File: config.mk
export PLATFORM = sky130hd
export DESIGN_NAME = seg_xlate
export DESIGN_NICKNAME = d
export VERILOG_FILES = /design/src/rtl/seg_xlate_pkg.sv /design/src/rtl/seg_table.sv /design/src/rtl/seg_check.sv /design/src/rtl/seg_xlate.sv
export SDC_FILE = /design/constraint.sdc
export NUM_CORES = 1
export LEC_CHECK = 0
export BUFFER_PORTS_ARGS = -buffer_cell sky130_fd_sc_hd__buf_2
export CAP_MARGIN = 20
export CORE_MARGIN = 2
export CORE_UTILIZATION = 47
export CTS_BUF_LIST = sky130_fd_sc_hd__clkbuf_16
export CTS_CLUSTER_SIZE = 30
export DETAILED_ROUTE_END_ITERATION = 6
export SLEW_MARGIN = 20
export SYNTH_ARGS = -nofsm -noshare
export SYNTH_HDL_FRONTEND = slang
export SYNTH_SLANG_ARGS = --single-unit
File: constraint.sdc
create_clock -name clk -period 3.5 [get_ports clk]
set_clock_uncertainty 0.2 [all_clocks]
set_input_delay 0.7 -clock clk [delete_from_list [all_inputs] [get_ports clk]]
set_output_delay 0.7 -clock clk [all_outputs]
set_load 0.02 [all_outputs]
File: src/rtl/seg_xlate_pkg.sv
package seg_xlate_pkg;

  typedef enum logic [1:0] {
    FLT_NONE = 2'b00,
    FLT_SEG  = 2'b01,
    FLT_OFS  = 2'b10,
    FLT_PROT = 2'b11
  } fault_e;

  typedef enum logic [1:0] {
    ACC_RD  = 2'b00,
    ACC_WR  = 2'b01,
    ACC_EX  = 2'b10,
    ACC_RSV = 2'b11
  } acc_e;

  localparam int PERM_W = 3;

  // Rights lookup: bit0 read, bit1 write, bit2 execute, reserved never allowed.
  function automatic logic perm_allows(input logic [PERM_W-1:0] perm, input logic [1:0] acc);
    case (acc)
      ACC_RD:  return perm[0];
      ACC_WR:  return perm[1];
      ACC_EX:  return perm[2];
      default: return 1'b0;
    endcase
  endfunction

endpackage

File: src/rtl/seg_table.sv
module seg_table
  import seg_xlate_pkg::*;
#(
  parameter int NSEG   = 8,
  parameter int BASE_W = 16,
  parameter int LEN_W  = 16,
  localparam int SEG_W = $clog2(NSEG)
) (
  input  logic              clk,
  input  logic              rst_n,
  input  logic              wr_en,
  input  logic [SEG_W-1:0]  wr_idx,
  input  logic [BASE_W-1:0] wr_base,
  input  logic [LEN_W-1:0]  wr_len,
  input  logic              wr_valid,
  input  logic [PERM_W-1:0] wr_perm,
  input  logic [SEG_W-1:0]  rd_idx,
  output logic [BASE_W-1:0] rd_base,
  output logic [LEN_W-1:0]  rd_len,
  output logic              rd_valid,
  output logic [PERM_W-1:0] rd_perm
);

  logic [BASE_W-1:0] base_q  [NSEG];
  logic [LEN_W-1:0]  len_q   [NSEG];
  logic              valid_q [NSEG];
  logic [PERM_W-1:0] perm_q  [NSEG];
  logic [NSEG-1:0]   wr_hit;

  for (genvar g = 0; g < NSEG; g++) begin : g_dec
    assign wr_hit[g] = wr_en && (wr_idx == SEG_W'(g));
  end

  always_ff @(posedge clk or negedge rst_n) begin
    if (!rst_n) begin
      for (int i = 0; i < NSEG; i++) begin
        base_q[i]  <= '0;
        len_q[i]   <= '0;
        valid_q[i] <= 1'b0;
        perm_q[i]  <= '0;
      end
    end else begin
      for (int i = 0; i < NSEG; i++) begin
        if (wr_hit[i]) begin
          base_q[i]  <= wr_base;
          len_q[i]   <= wr_len;
          valid_q[i] <= wr_valid;
          perm_q[i]  <= wr_perm;
        end
      end
    end
  end

  always_comb begin
    rd_base  = '0;
    rd_len   = '0;
    rd_valid = 1'b0;
    rd_perm  = '0;
    if (int'(rd_idx) < NSEG) begin
      rd_base  = base_q[rd_idx];
      rd_len   = len_q[rd_idx];
      rd_valid = valid_q[rd_idx];
      rd_perm  = perm_q[rd_idx];
    end
  end

endmodule

File: src/rtl/seg_check.sv
module seg_check
  import seg_xlate_pkg::*;
#(
  parameter int SEG_W  = 3,
  parameter int BASE_W = 16,
  parameter int LEN_W  = 16,
  localparam int TL_W  = SEG_W + 1,
  localparam int PA_W  = BASE_W + 1
) (
  input  logic [SEG_W-1:0]  seg,
  input  logic [LEN_W-1:0]  ofs,
  input  logic [1:0]        acc,
  input  logic [TL_W-1:0]   tlen,
  input  logic [BASE_W-1:0] e_base,
  input  logic [LEN_W-1:0]  e_len,
  input  logic              e_valid,
  input  logic [PERM_W-1:0] e_perm,
  output logic [1:0]        fault,
  output logic [PA_W-1:0]   paddr,
  output logic              ev_seg_oob,
  output logic              ev_seg_inval,
  output logic              ev_ofs_over,
  output logic              ev_perm_deny
);

  function automatic logic [PA_W-1:0] phys_sum(input logic [BASE_W-1:0] b,
                                               input logic [LEN_W-1:0] o);
    return PA_W'(b) + PA_W'(o);
  endfunction

  assign ev_seg_oob   = TL_W'(seg) >= tlen;
  assign ev_seg_inval = !e_valid;
  assign ev_ofs_over  = ofs >= e_len;
  assign ev_perm_deny = !perm_allows(e_perm, acc);

  always_comb begin
    if (ev_seg_oob || ev_seg_inval) fault = FLT_SEG;
    else if (ev_ofs_over)           fault = FLT_OFS;
    else if (ev_perm_deny)          fault = FLT_PROT;
    else                            fault = FLT_NONE;
  end

  assign paddr = (fault == FLT_NONE) ? phys_sum(e_base, ofs) : '0;

endmodule

File: src/rtl/seg_xlate.sv
module seg_xlate
  import seg_xlate_pkg::*;
#(
  parameter int NSEG   = 8,
  parameter int BASE_W = 16,
  parameter int LEN_W  = 16,
  localparam int SEG_W = $clog2(NSEG),
  localparam int TL_W  = SEG_W + 1,
  localparam int PA_W  = BASE_W + 1
) (
  input  logic              clk,
  input  logic              rst_n,
  input  logic              ent_we,
  input  logic [SEG_W-1:0]  ent_idx,
  input  logic [BASE_W-1:0] ent_base,
  input  logic [LEN_W-1:0]  ent_len,
  input  logic              ent_valid,
  input  logic [2:0]        ent_perm,
  input  logic              tlen_we,
  input  logic [TL_W-1:0]   tlen_val,
  input  logic              req_valid,
  input  logic [SEG_W-1:0]  req_seg,
  input  logic [LEN_W-1:0]  req_ofs,
  input  logic [1:0]        req_acc,
  output logic              rsp_valid,
  output logic [PA_W-1:0]   rsp_paddr,
  output logic [1:0]        rsp_fault
);

  logic [TL_W-1:0]   tlen_q;
  logic [BASE_W-1:0] e_base;
  logic [LEN_W-1:0]  e_len;
  logic              e_valid;
  logic [PERM_W-1:0] e_perm;
  logic [1:0]        chk_fault;
  logic [PA_W-1:0]   chk_paddr;
  logic              ev_seg_oob;
  logic              ev_seg_inval;
  logic              ev_ofs_over;
  logic              ev_perm_deny;

  always_ff @(posedge clk or negedge rst_n) begin
    if (!rst_n)       tlen_q <= '0;
    else if (tlen_we) tlen_q <= tlen_val;
  end

  seg_table #(.NSEG(NSEG), .BASE_W(BASE_W), .LEN_W(LEN_W)) u_tbl (
    .clk(clk), .rst_n(rst_n),
    .wr_en(ent_we), .wr_idx(ent_idx), .wr_base(ent_base), .wr_len(ent_len),
    .wr_valid(ent_valid), .wr_perm(ent_perm),
    .rd_idx(req_seg),
    .rd_base(e_base), .rd_len(e_len), .rd_valid(e_valid), .rd_perm(e_perm)
  );

  seg_check #(.SEG_W(SEG_W), .BASE_W(BASE_W), .LEN_W(LEN_W)) u_chk_logic (
    .seg(req_seg), .ofs(req_ofs), .acc(req_acc), .tlen(tlen_q),
    .e_base(e_base), .e_len(e_len), .e_valid(e_valid), .e_perm(e_perm),
    .fault(chk_fault), .paddr(chk_paddr),
    .ev_seg_oob(ev_seg_oob), .ev_seg_inval(ev_seg_inval),
    .ev_ofs_over(ev_ofs_over), .ev_perm_deny(ev_perm_deny)
  );

  always_ff @(posedge clk or negedge rst_n) begin
    if (!rst_n) begin
      rsp_valid <= 1'b0;
      rsp_paddr <= '0;
      rsp_fault <= FLT_NONE;
    end else if (req_valid) begin
      rsp_valid <= 1'b1;
      rsp_paddr <= chk_paddr;
      rsp_fault <= chk_fault;
    end else begin
      rsp_valid <= 1'b0;
      rsp_paddr <= '0;
      rsp_fault <= FLT_NONE;
    end
  end

endmodule

# Yosys cells after proc, flatten, opt, wreduce, memory -nomap -nowiden
# Cells that the tools add are included.
# W data, S select, Z words.
totals:
  latchBits: 0
  romBits: 0
  memories: 0
  reg_bits: 312
  output_inout_bits: 20
  ramBits: 0
  input_bits: 69
  wordCells: 83
op_classes:
  n_mux: 20
  n_div: 0
  add_sub_neg: 1
  n_bitwise: 1
  n_reduce_logical: 13
  mul: 0
  shifts: 0
  magnitude_cmp: 3
  n_eq_ne: 9
op_table:
  columns: ["cell", "count"]
  rows:
  - ["$bmux W16 S3", 2]
  - ["$mux W16", 4]
  - ["$mux W17", 2]
  - ["$add A16 B16 Y17", 1]
  - ["$ge A16 B16 Y1", 1]
  - ["$eq A3 B3 Y1 const B", 4]
  - ["$bmux W3 S3", 1]
  - ["$logic_and A1 B1 Y1", 8]
  - ["$mux W2", 4]
  - ["$eq A3 B2 Y1 const B", 2]
  - ["$mux W3", 2]
  - ["$ge A3 B4 Y1", 1]
  - ["$ge A4 B4 Y1 const B", 1]
  - ["$logic_not A2 Y1", 2]
  - ["$not A3 Y4", 1]
  - ["$bmux W1 S3", 1]
  - ["$eq A3 B1 Y1 const B", 1]
  - ["$logic_not A3 Y1", 1]
  - ["$mux W1", 3]
  - ["$pmux W1 S3", 1]
  - ["$eq A2 B1 Y1 const B", 1]
  - ["$eq A2 B2 Y1 const B", 1]
  - ["$logic_not A1 Y1", 1]
  - ["$logic_or A1 B1 Y1", 1]

# Longest topological paths before layout
# Gate-level depths: netlist of run 1.
depth:
  ltp_word: 11
  mapped_depth: 14
  depth_no_buf: 11

# Cells and area by module
# A second synthesis of run 1 with hierarchy kept.
hier_totals:
  hier_cells: 986
  hier_area_um2: 15083.2
modules_own_cells:
  columns: ["mod", "cells_each", "area_per_inst_um2", "seq_area_each_um2", "instances"]
  rows:
  - ["seg_table", 743, 12899.9, 7206.9, 1]
  - ["seg_check", 195, 1388.8, 0.0, 1]
  - ["seg_xlate", 48, 794.5, 600.6, 1]

# Least setup slack after synthesis of run 1
# Ideal clock, no wire load.
synth_path:
  path_kind: "input port to flip-flop"
  from: "in req_seg[0]"
  to: "reg rsp_paddr[12]"
  path_buffers: 3
  stages: 12
  required_ns: 3.180
  arrival_time_ns: 3.670
  setup_slack_ns: -0.489
  cell_sequence: "buf_6 buf_2 buf_2 mux4_2 mux2_2 ha_1 a21o_1 a211oi_1 a21boi_1 a21boi_0 or3_1 and3_1"
synth_between:
  elab_chain_len: 11
  elab_cells_between_ends: 25
  classes_between: "1 x add/sub; 2 x order compare; 18 x mux; 1 x bitwise; 3 x reduce/logical"
synth_rtl:
  columns: ["item", "line", "rtl"]
  rows:
  - ["start, declared", "seg_xlate.sv:22", "input logic [SEG_W-1:0] req_seg,"]
  - ["branches (longest 9 deep; another with $ge A16 B16 Y1)", null, null]
  - ["$mux W17 *", "seg_check.sv:43", "assign paddr = (fault == FLT_NONE) ? phys_sum(e_base, ofs) : '0;"]
  - ["$mux W17 *", "seg_xlate.sv:68", "end else if (req_valid) begin"]
  - ["end signal, assigned", "seg_xlate.sv:70", "rsp_paddr <= chk_paddr;"]
  - ["end, declared", "seg_xlate.sv:26", "output logic [PA_W-1:0] rsp_paddr,"]
# Every way passes the cells marked *. The select of a mux whose other input is x is not followed.
# A chain may end at the register's enable or synchronous reset.

# Final worst setup path of run 1
# Same ends and word-level chain as after synthesis.

==> results by group, run 1 <==
Run
  • Max-cap violations: 0

Logic synthesis
  • Post-Syn Instances: between 900 and 1000
  • Syn Std Cell Area: roughly 0.015 mm2
  • Main area contributors after synthesis: dfrtp_1 (53%), mux2_2 (24%), mux4_2 (11%)
  • Post-synth EDFFs: 0
  • Unique cell type count in the Yosys netlist: 50
  • Commonest cells post-synth: dfrtp_1 (312), mux2_2 (309), mux4_2 (70)
  • Sequential area share after synthesis: between 50% and 60%
  • Mean Syn Cell Area: about 15 um2
  • Async set-reset flop share out of synthesis: 100%
  • Post-synth top area share: a little over half
  • Syn Nets: about 1100
  • Synth Flop Type: dfrtp_1
  • Dominant cell type by area after synthesis: dfrtp_1
  • Yosys warnings: 0
  • #FFs+latches synth: approximately 310
  • Most frequent cell after synthesis: dfrtp_1

Layout
  • # fillers: 2490
  • # nets final: between 1000 and 1500
  • Fin area: approximately 0.018 mm2
  • Layout Area Growth over Synthesis: 19.3%
  • Fin util: a little under three fifths
  • Layout cell share with drive strength beyond 1: between 50% and 60%
  • Fin cells: 1539

Floorplanning
  • Core box area: just over 0.03 mm2
  • IO Pins: 89
  • Die span in y: around 180 um
  • Chip width: 181 um
  • Die area: 0.0328 mm2
  • FP Rows: 64
  • Initial Utilization: a little under half

Setup path
  • Worst Setup End Kind: flip-flop
  • CP required: 3690 ps
  • Arrival time worst endpoint: about 3500 ps
  • Crit Path Max Fanout: 16
  • R2R depth: 10
  • Setup CP Type: in2reg
  • Startpoint Class: input port

Timing
  • Setup violators final: 0
  • Final worst-path cycle share: around 94%
  • Fmax: about 0.30 GHz
  • Final Hold Fails: 0
  • Worst-Margin Slew: 754 ps
  • Slew Limit Headroom: 49.8%
  • Final slew viol count: 0
  • Fin crit period: around 3300 ps
  • Post-route setup slack: ~220 ps
  • RSZ-0062 raised after global routing: no

Detailed routing
  • WL per Instance: roughly 23 um
  • First-pass iteration count of the detailed router: 4
  • Vias per inst: between 5 and 6
  • DRC: 0
  • WL final: around 35000 um
  • Via Count: 8743
  • Final ANT Viol Nets: 0
  • 1st-iter DRT viols: between 400 and 500

GRT
  • Largest net degree at the start of global routing: 103
  • Global Route Usage Sum: between 20% and 30%
  • GR peak layer: met2
  • Vias in the first global route: slightly above 9000
  • Global-route wire length before repair: roughly 56000 um
  • Remaining Overflow, GRT: 0
  • GRT met3 Usage: 3.16%
  • M1 GR Usage: 32.8%
  • M2 GR Usage: about a third
  • Initial antenna violation count: 1

Placement
  • Placed Area: between 0.015 and 0.02 mm2
  • Cell count after placement: ~1500
  • DP HPWL: approximately 22000 um
  • Place WS: -349 ps
  • Placer Congestion: 0.834
  • Port bufs: 88

Power and ir drop
  • Leak pwr: between 7 and 8 nW
  • Overall Power: 10.7 mW
  • Power density cells: slightly above 600 mW/mm2
  • Worst vdd ir: roughly 0.45 mV

Worst hold path
  • Min-Delay Path Class: in2reg
  • Hold Path Cell Cnt: 1

Clocking
  • Worst skew pair latency: about 500 ps
  • Root Driver: clkbuf_16
  • Clock Sinks: around 310
  • CTS tree: done
  • Worst-path clk slew: ~60 ps
  • Max Root-Sink Buffers: 3
  • CTS Buf Count: 37
  • Setup repair bufs after CTS: 0
  • H-Tree Depth: 2

Run status
  • Status: finished, final reports clean
## power breakdown
| group | total, mW | switching [mW] | internal [mW] |
|---|---|---|---|
| Clock | 3.53 | 1.46 | 2.06 |
| Sequential | 4.72 | 0.361 | 4.36 |
| Combinational | 2.49 | 1.01 | 1.48 |
| Total | 10.7 | 2.84 | 7.90 |
## sequential cells by signal, summed over array words and instances (netlist names)
name           cells
u_tbl.base_q     128
u_tbl.len_q      128
u_tbl.perm_q      24
rsp_paddr         17
u_tbl.valid_q      8
tlen_q             4
rsp_fault          2
rsp_valid          1
## stage by stage
stage / hold slack, ps / setup TNS [ps]
finish: 141 / 0
global route: 138 / 0
CTS: 123 / 0
detailed placement: 287 / -4570
global placement: 282 / -3620
floorplan: 204 / -18.4
## worst max-delay path, cell delays in order
cell and delay, ps:
buf_4 190, buf_12 220, buf_12 140, mux4_2 480, mux2_4 290, ha_4 230, a21o_1 180, a211oi_1 200
a21boi_2 260, a21boi_1 100, or3_1 300, and3_1 160
## final cells by class
class / count / area (um2) / share of cell area, %
flip-flops and latches: 312 / 7810 / 44.4
repair buffers: 173 / 1330 / 7.58
clock inverters: 26 / 178 / 1.01
well taps: 396 / 495 / 2.82
diodes: 1 / 2.50 / 0.0142
multi-input cells: 582 / 6810 / 38.7
inverters: 12 / 45.0 / 0.256
clock buffers: 37 / 926 / 5.26
## path summary, 6_finish.rpt
kind	startpoint	to	slack (ps)
max	req_seg[0]	rsp_paddr[12]	220
min	req_valid	rsp_valid	140
max reg2reg	u_tbl.len_q[90]	rsp_paddr[5]	480
min reg2reg	u_tbl.base_q[31]	u_tbl.base_q[31]	300
max in group asynchronous	rst_n	u_tbl.len_q[54]	1690
min in group asynchronous	rst_n	u_tbl.base_q[36]	500
## metal layers
metal,up-vias,wire length (um)
li1,3932,-
met1,4615,16900
met2,151,16300
met3,45,1160
met4,0,602
met5,-,0
## cell usage in the layout, fill, tap and decap left out, drive strengths merged, types with 6 or more instances in the layout
cell	n
inv	18
mux2	309
o21ai	13
mux4	70
and3	7
a21oi	18
nand2	12
nor2	13
a21o	6
nor4	6
and2	8
clkinv	14
buf	172
xnor2	6
dfrtp	312
ha	35
mux2i	19
clkbuf	37
## timing repair
action                                 CTS  global route
gates resized for setup                  0             0
hold buffers                             1             0
endpoints found under the hold margin   43             0
setup endpoints to repair                0             0
## kinds of logic (layout without fill, tap and decap cells)
group | after synthesis | in the layout | synth area share (%)
AOI/OAI and AO/OA | 64 | 64 | 2.93
muxes | 398 | 398 | 35.6
xor gates and xnor gates | 11 | 11 | 0.653
adders and majority gates | 36 | 36 | 3.11
DFF | 312 | 312 | 52.9
and+or+nand+nor | 73 | 73 | 2.86
other | 0 | 1 | 0
buffers and inverters | 63 | 248 | 1.93
Power figures use the tool's default switching activity.
==> inputs of run 2 (changes only) <==
==> constraint.sdc (replaced) <==
create_clock -name clk -period 3.4 [get_ports clk]
set_clock_uncertainty 0.2 [all_clocks]
set_input_delay 0.68 -clock clk [delete_from_list [all_inputs] [get_ports clk]]
set_output_delay 0.68 -clock clk [all_outputs]
set_load 0.02 [all_outputs]
==> run 2 against run 1 <==
Against the previous run:
- critical path depth up 1
- utilization grew 0.35 points
- global-route usage is 0.059 points lower
- wire length is essentially flat
- critical endpoint is now rsp_paddr[9]
==> results by group, run 2 (synthesis gave the netlist of run 1 again) <==
Timing
  • Final slew viol count: 0
  • Worst-Margin Slew: between 700 and 800 ps
  • Setup violators final: 0
  • Final worst-path cycle share: around 94%
  • RSZ-0062 raised after global routing: no
  • Fmax: 0.312 GHz
  • Minimum hold slack: roughly 120 ps
  • Slew Limit Headroom: 50.7%
  • Final Hold Fails: 0
  • Fin crit period: about 3200 ps

Floorplanning
  • Die area: approximately 0.033 mm2
  • IO Pins: 89
  • Chip width: 181 um
  • Die span in y: ~180 um
  • FP Rows: 64
  • Initial Utilization: 48.0%
  • Core box area: 0.0307 mm2

Power and ir drop
  • Overall Power: around 11 mW
  • Power density cells: roughly 640 mW/mm2
  • Sw frac: 26.0%
  • Reg power frac: 42.7%
  • Pint: between 8 and 9 mW
  • Combinational group share of total power: a little under a quarter
  • Worst vdd ir: a little over 0.6 mV
  • Clock power share: 34.6%
  • Leak pwr: 7.80 nW
  • Net switching power: about 3.0 mW

Run status
  • Status: finished, final reports clean

GRT
  • Global Route Usage Sum: 22.1%
  • Global-route wire length before repair: between 50000 and 60000 um
  • Largest net degree at the start of global routing: 80
  • Initial antenna violation count: 3
  • Vias in the first global route: ~9300
  • Remaining Overflow, GRT: 0

Setup path
  • CP Depth: 13
  • Crit path top cell by count: buf_4
  • Critical path's top delay family: buffers and inverters
  • CP required: around 3600 ps
  • Setup CP Type: in2reg
  • Crit Path Max Fanout: 12
  • Worst Setup End Kind: flip-flop
  • Slowest-stage cell, CP: mux4_2
  • Arrival time worst endpoint: approximately 3400 ps
  • Cell Chain, Critical Path: buf_4, buf_12, buf_12, mux4_2, mux2i_2, buf_4, ha_1, a21oi_1, o21ai_0, a21oi_2, o21ai_2, buf_4, nor4_1
  • Slowest stage delay, CP: between 500 and 600 ps
  • R2R depth: 10
  • Startpoint Class: input port
  • WP buf/inv: 5

Worst hold path
  • Hold Path Cell Cnt: 1
  • Min-Delay Path Class: in2reg

Clocking
  • Max Root-Sink Buffers: 3
  • Worst skew pair latency: between 500 and 600 ps
  • Setup repair bufs after CTS: 0
  • Root Driver: clkbuf_16
  • Worst-path clk slew: 60 ps
  • CTS tree: done
  • H-Tree Depth: 2
  • CTS Buf Count: 36
  • Clock Sinks: approximately 310

Placement
  • Port bufs: 88
  • DP HPWL: about 22000 um
  • Placer Congestion: about 0.80

Detailed routing
  • Final ANT Viol Nets: 0
  • WL per Instance: around 23 um
  • Via Count: about 8800
  • 1st-iter DRT viols: 524
  • DRC: 0
  • First-pass iteration count of the detailed router: 4
  • Vias per inst: ~5.7
  • WL final: ~35000 um

Layout
  • # nets final: ~1200
  • Commonest non-fill, non-tap cell in the layout: dfrtp_1
  • Layout cell share with drive strength beyond 1: 55.2%
  • Most frequent cells in the layout: dfrtp_1 (312), mux2_2 (308), buf_2 (85)
  • Largest regs: u_tbl.base_q x128, u_tbl.len_q x128, u_tbl.perm_q x24
  • Layout Area Growth over Synthesis: 20.1%

Run
  • Max-cap violations: 0
==> run 2: changes by cell type in the layout (fill, tap and decap cells not counted), sizes merged <==
cell	delta
bufinv	+3
clkbuf	+1
inv	-1
clkinvlp	-3
buf	-3
clkinv	+1
diode	+1
==> run 2: repair_timing <==
item	CTS	global route
gates resized for setup	0	3
hold endpoints to repair	57	0
endpoints found under the setup margin	0	17
hold buffers	1	0
==> run 2: worst paths after layout <==
check	startpoint	to	slack, ps
setup reg to reg	u_tbl.len_q[74]	rsp_paddr[9]	350
max in group asynchronous	rst_n	u_tbl.len_q[93]	1570
hold / removal	req_valid	rsp_valid	120
hold reg to reg	u_tbl.len_q[18]	u_tbl.len_q[18]	300
setup / recovery	req_seg[0]	rsp_paddr[9]	200
min in group asynchronous	rst_n	u_tbl.base_q[71]	570
==> run 2: stage by stage <==
step           TNS, ps  worst slack (ps)  cell area [um2]  utilization (%)  instances
6_report             0               195            17700             57.6       1538
5_1_grt              0              39.2            17700             57.6       1536
4_1_cts              0               115            17700             57.5       1536
3_5_place_dp     -7000              -432            16500             53.6       1471
3_3_place_gp     -6600              -459            16500             53.6       1471
2_1_floorplan     -716             -89.9            15000                -        957
==> run 2: power by group through the flow <==
stage               sequential (mW)  clock, mW  combinational [mW]
finish                         4.86       3.94                2.58
global route                   4.95       4.20                2.84
CTS                            4.86       4.05                2.61
detailed placement             4.92          0                2.60
global placement               4.91          0                2.55
floorplan                      4.80          0                1.83
==> run 2: layout make-up <==
class                   count  area, um2
diodes                      2       5.00
clock buffers              38        951
clock inverters            26        253
repair buffers            170       1320
flip-flops and latches    312       7810
well taps                 396        495
inverters                  12       45.0
multi-input cells         582       6820
fillers                  2498      13000
==> run 2: worst register-to-register path: cells and delay by family (launching register included) <==
family	cells	cell delay, ps
buf+inv	2	310
simple gates	1	340
compound gates	4	870
mux	2	610
fa+ha+maj	1	230
flops	1	370
==> run 2: layer usage <==
metal,share of wire [%],track usage (%),vias up
li1,-,-,3941
met5,0.031,0,-
met1,47,31.3,4658
met4,2.1,5.63,2
met3,3.6,3.53,53
met2,47,35.8,142
==> inputs of run 3 (changes only) <==
--- a/config.mk
+++ b/config.mk
@@ -5,13 +5,14 @@
 export SDC_FILE = /design/constraint.sdc
 export NUM_CORES = 1
 export LEC_CHECK = 0
-export BUFFER_PORTS_ARGS = -buffer_cell sky130_fd_sc_hd__buf_2
 export CAP_MARGIN = 20
-export CORE_MARGIN = 2
+export CORE_MARGIN = 5
 export CORE_UTILIZATION = 47
 export CTS_BUF_LIST = sky130_fd_sc_hd__clkbuf_16
 export CTS_CLUSTER_SIZE = 30
 export DETAILED_ROUTE_END_ITERATION = 6
+export DONT_BUFFER_PORTS = 1
+export PLACE_DENSITY = 0.63
 export SLEW_MARGIN = 20
 export SYNTH_ARGS = -nofsm -noshare
 export SYNTH_HDL_FRONTEND = slang
==> run 3 against run 2 <==
Against the previous run:
- the flow now finishes with violations (negative hold slack)
- critical path type is now reg2reg
- global-route usage down 2.7 points
- via count decreased by 7.6%
- non-clock buffer count shrank 155
- largest cell class unchanged
- final cell count shrank 11%
- highest routed layer is now met4
==> results by group, run 3 (synthesis gave the netlist of run 1 again) <==
Layout
  • # diodes: 0
  • FF/Latch Area: 0.00781 mm2
  • Most frequent cells in the layout: dfrtp_1 (312), mux2_2 (308), mux4_2 (70)
  • Layout cell share with drive strength beyond 1: a little under half
  • # fillers: 2577
  • Layout Area Growth over Synthesis: 10.7%
  • Commonest non-fill, non-tap cell in the layout: dfrtp_1
  • # nets final: around 1100
  • Largest regs: u_tbl.base_q x128, u_tbl.len_q x128, u_tbl.perm_q x24
  • Fin util: around 53%
  • Fin cells: between 1000 and 1500
  • Area of the multi-input gates: 0.00681 mm2
  • Fin area: approximately 0.016 mm2

Placement
  • DP HPWL: around 19000 um
  • Cell count after placement: ~1300
  • Placed Area: 0.0153 mm2
  • Port bufs: 0
  • Placer Congestion: a little over 0.8
  • Place WS: roughly 110 ps

Setup path
  • Slowest-stage cell, CP: mux4_2
  • Critical path's top delay family: multiplexers
  • Worst Setup End Kind: flip-flop
  • CP required: about 3600 ps
  • Arrival time worst endpoint: about 3100 ps
  • Cell Chain, Critical Path: mux4_2, mux2_2, ha_2, inv_1, fa_2, nand2b_1, a21oi_2, a21boi_2, a21boi_1, or3_1, and3_1
  • R2R depth: 11
  • Slowest stage delay, CP: ~460 ps
  • Startpoint Class: flip-flop
  • Setup CP Type: reg2reg
  • WP buf/inv: 1
  • R2r endpoint: rsp_paddr[12]
  • Crit Path Max Fanout: 3
  • Worst r2r src: u_tbl.base_q[48]
  • Reg2reg setup slack: 470 ps

Clocking
  • Worst-path clk slew: approximately 60 ps
  • Setup repair bufs after CTS: 0
  • Post-CTS Hold Buffers: 1
  • Clock Sinks: around 310
  • Root Driver: clkbuf_16
  • H-Tree Depth: 2
  • Max Root-Sink Buffers: 3
  • Post_cts resized: 0
  • CTS Buf Count: 35
  • Worst skew pair latency: between 500 and 600 ps
  • CTS tree: done

Floorplanning
  • IO Pins: 89
  • Die area: around 0.035 mm2
  • FP Rows: 64
  • Die span in y: roughly 190 um
  • Initial Utilization: a little under half
  • Core box area: around 0.03 mm2
  • Chip width: roughly 190 um

Power and ir drop
  • Worst vdd ir: 0.294 mV
  • Power density cells: between 600 and 700 mW/mm2
  • Leak pwr: 6.92 nW
  • Overall Power: around 10 mW

GRT
  • Vias in the first global route: around 8800
  • Global-route wire length before repair: 53300 um
  • Largest net degree at the start of global routing: 313
  • Remaining Overflow, GRT: 0
  • Global Route Usage Sum: approximately 19%
  • Initial antenna violation count: 0

Detailed routing
  • Via Count: slightly above 8000
  • Vias per inst: between 5 and 6
  • WL final: 33200 um
  • 1st-iter DRT viols: 530
  • DRC: 0
  • First-pass iteration count of the detailed router: 4
  • WL per Instance: approximately 24 um
  • Final ANT Viol Nets: 0

Run
  • Max-cap violations: 0

Timing
  • Final setup TNS: 0 ps
  • Minimum hold slack: -321 ps
  • Final worst-path cycle share: between 80 and 90%
  • Post-route setup slack: between 400 and 500 ps
  • Final Hold Fails: around 310
  • Worst-Margin Slew: approximately 740 ps
  • Setup violators final: 0
  • Fmax: 0.341 GHz
  • Fin crit period: 2930 ps
  • Slew Limit Headroom: 50.9%
  • Final slew viol count: 0
  • RSZ-0062 raised after global routing: no

Worst hold path
  • Min-Delay Path Class: in2async

Run status
  • Failing checks: negative hold slack
  • Status: finished with violations
run 3: changes by cell type in the layout (fill, tap and decap cells not counted), moves of 2 or more:
cell       delta
diode_2       -2
buf_4        -51
bufinv_16     -4
buf_12       -18
buf_2        -85
clkinv_2      -3
run 3: power by group:
| part | total (mW) | switching (mW) | internal, mW |
|---|---|---|---|
| combinational | 2.09 | 0.752 | 1.33 |
| sequential | 4.87 | 0.383 | 4.49 |
| clock | 3.46 | 1.44 | 2.02 |
run 3: metal layers:
layer	GRT usage, %	routed length, um	share of wire, %	vias to the layer above
met5	0	0	0	-
met1	27.7	15200	46	4342
met3	3.66	1470	4.4	46
met4	4.95	773	2.3	0
li1	-	-	-	3604
met2	30.8	15700	47	137
run 3: worst max path at each step:
| stage | end | slack, ps | cells after the start | from |
|---|---|---|---|---|
| floorplan | rsp_paddr[15] | -90 | 13 | req_seg[0] |
| global placement | rsp_paddr[2] | 110 | 10 | req_seg[0] |
| detailed placement | rsp_paddr[12] | 110 | 10 | req_seg[0] |
| CTS | rsp_paddr[6] | 470 | 10 | u_tbl.len_q[9] |
| global route | rsp_paddr[8] | 260 | 11 | u_tbl.base_q[16] |
| finish | rsp_paddr[12] | 470 | 11 | u_tbl.base_q[48] |
run 3: layout make-up:
type | instances | share of cell area, %
clock buffers | 37 | 5.67
well taps | 396 | 3.03
multi-input cells | 582 | 41.7
repair buffers | 15 | 0.858
inverters | 12 | 0.276
clock inverters | 18 | 0.644
flip-flops and latches | 312 | 47.8
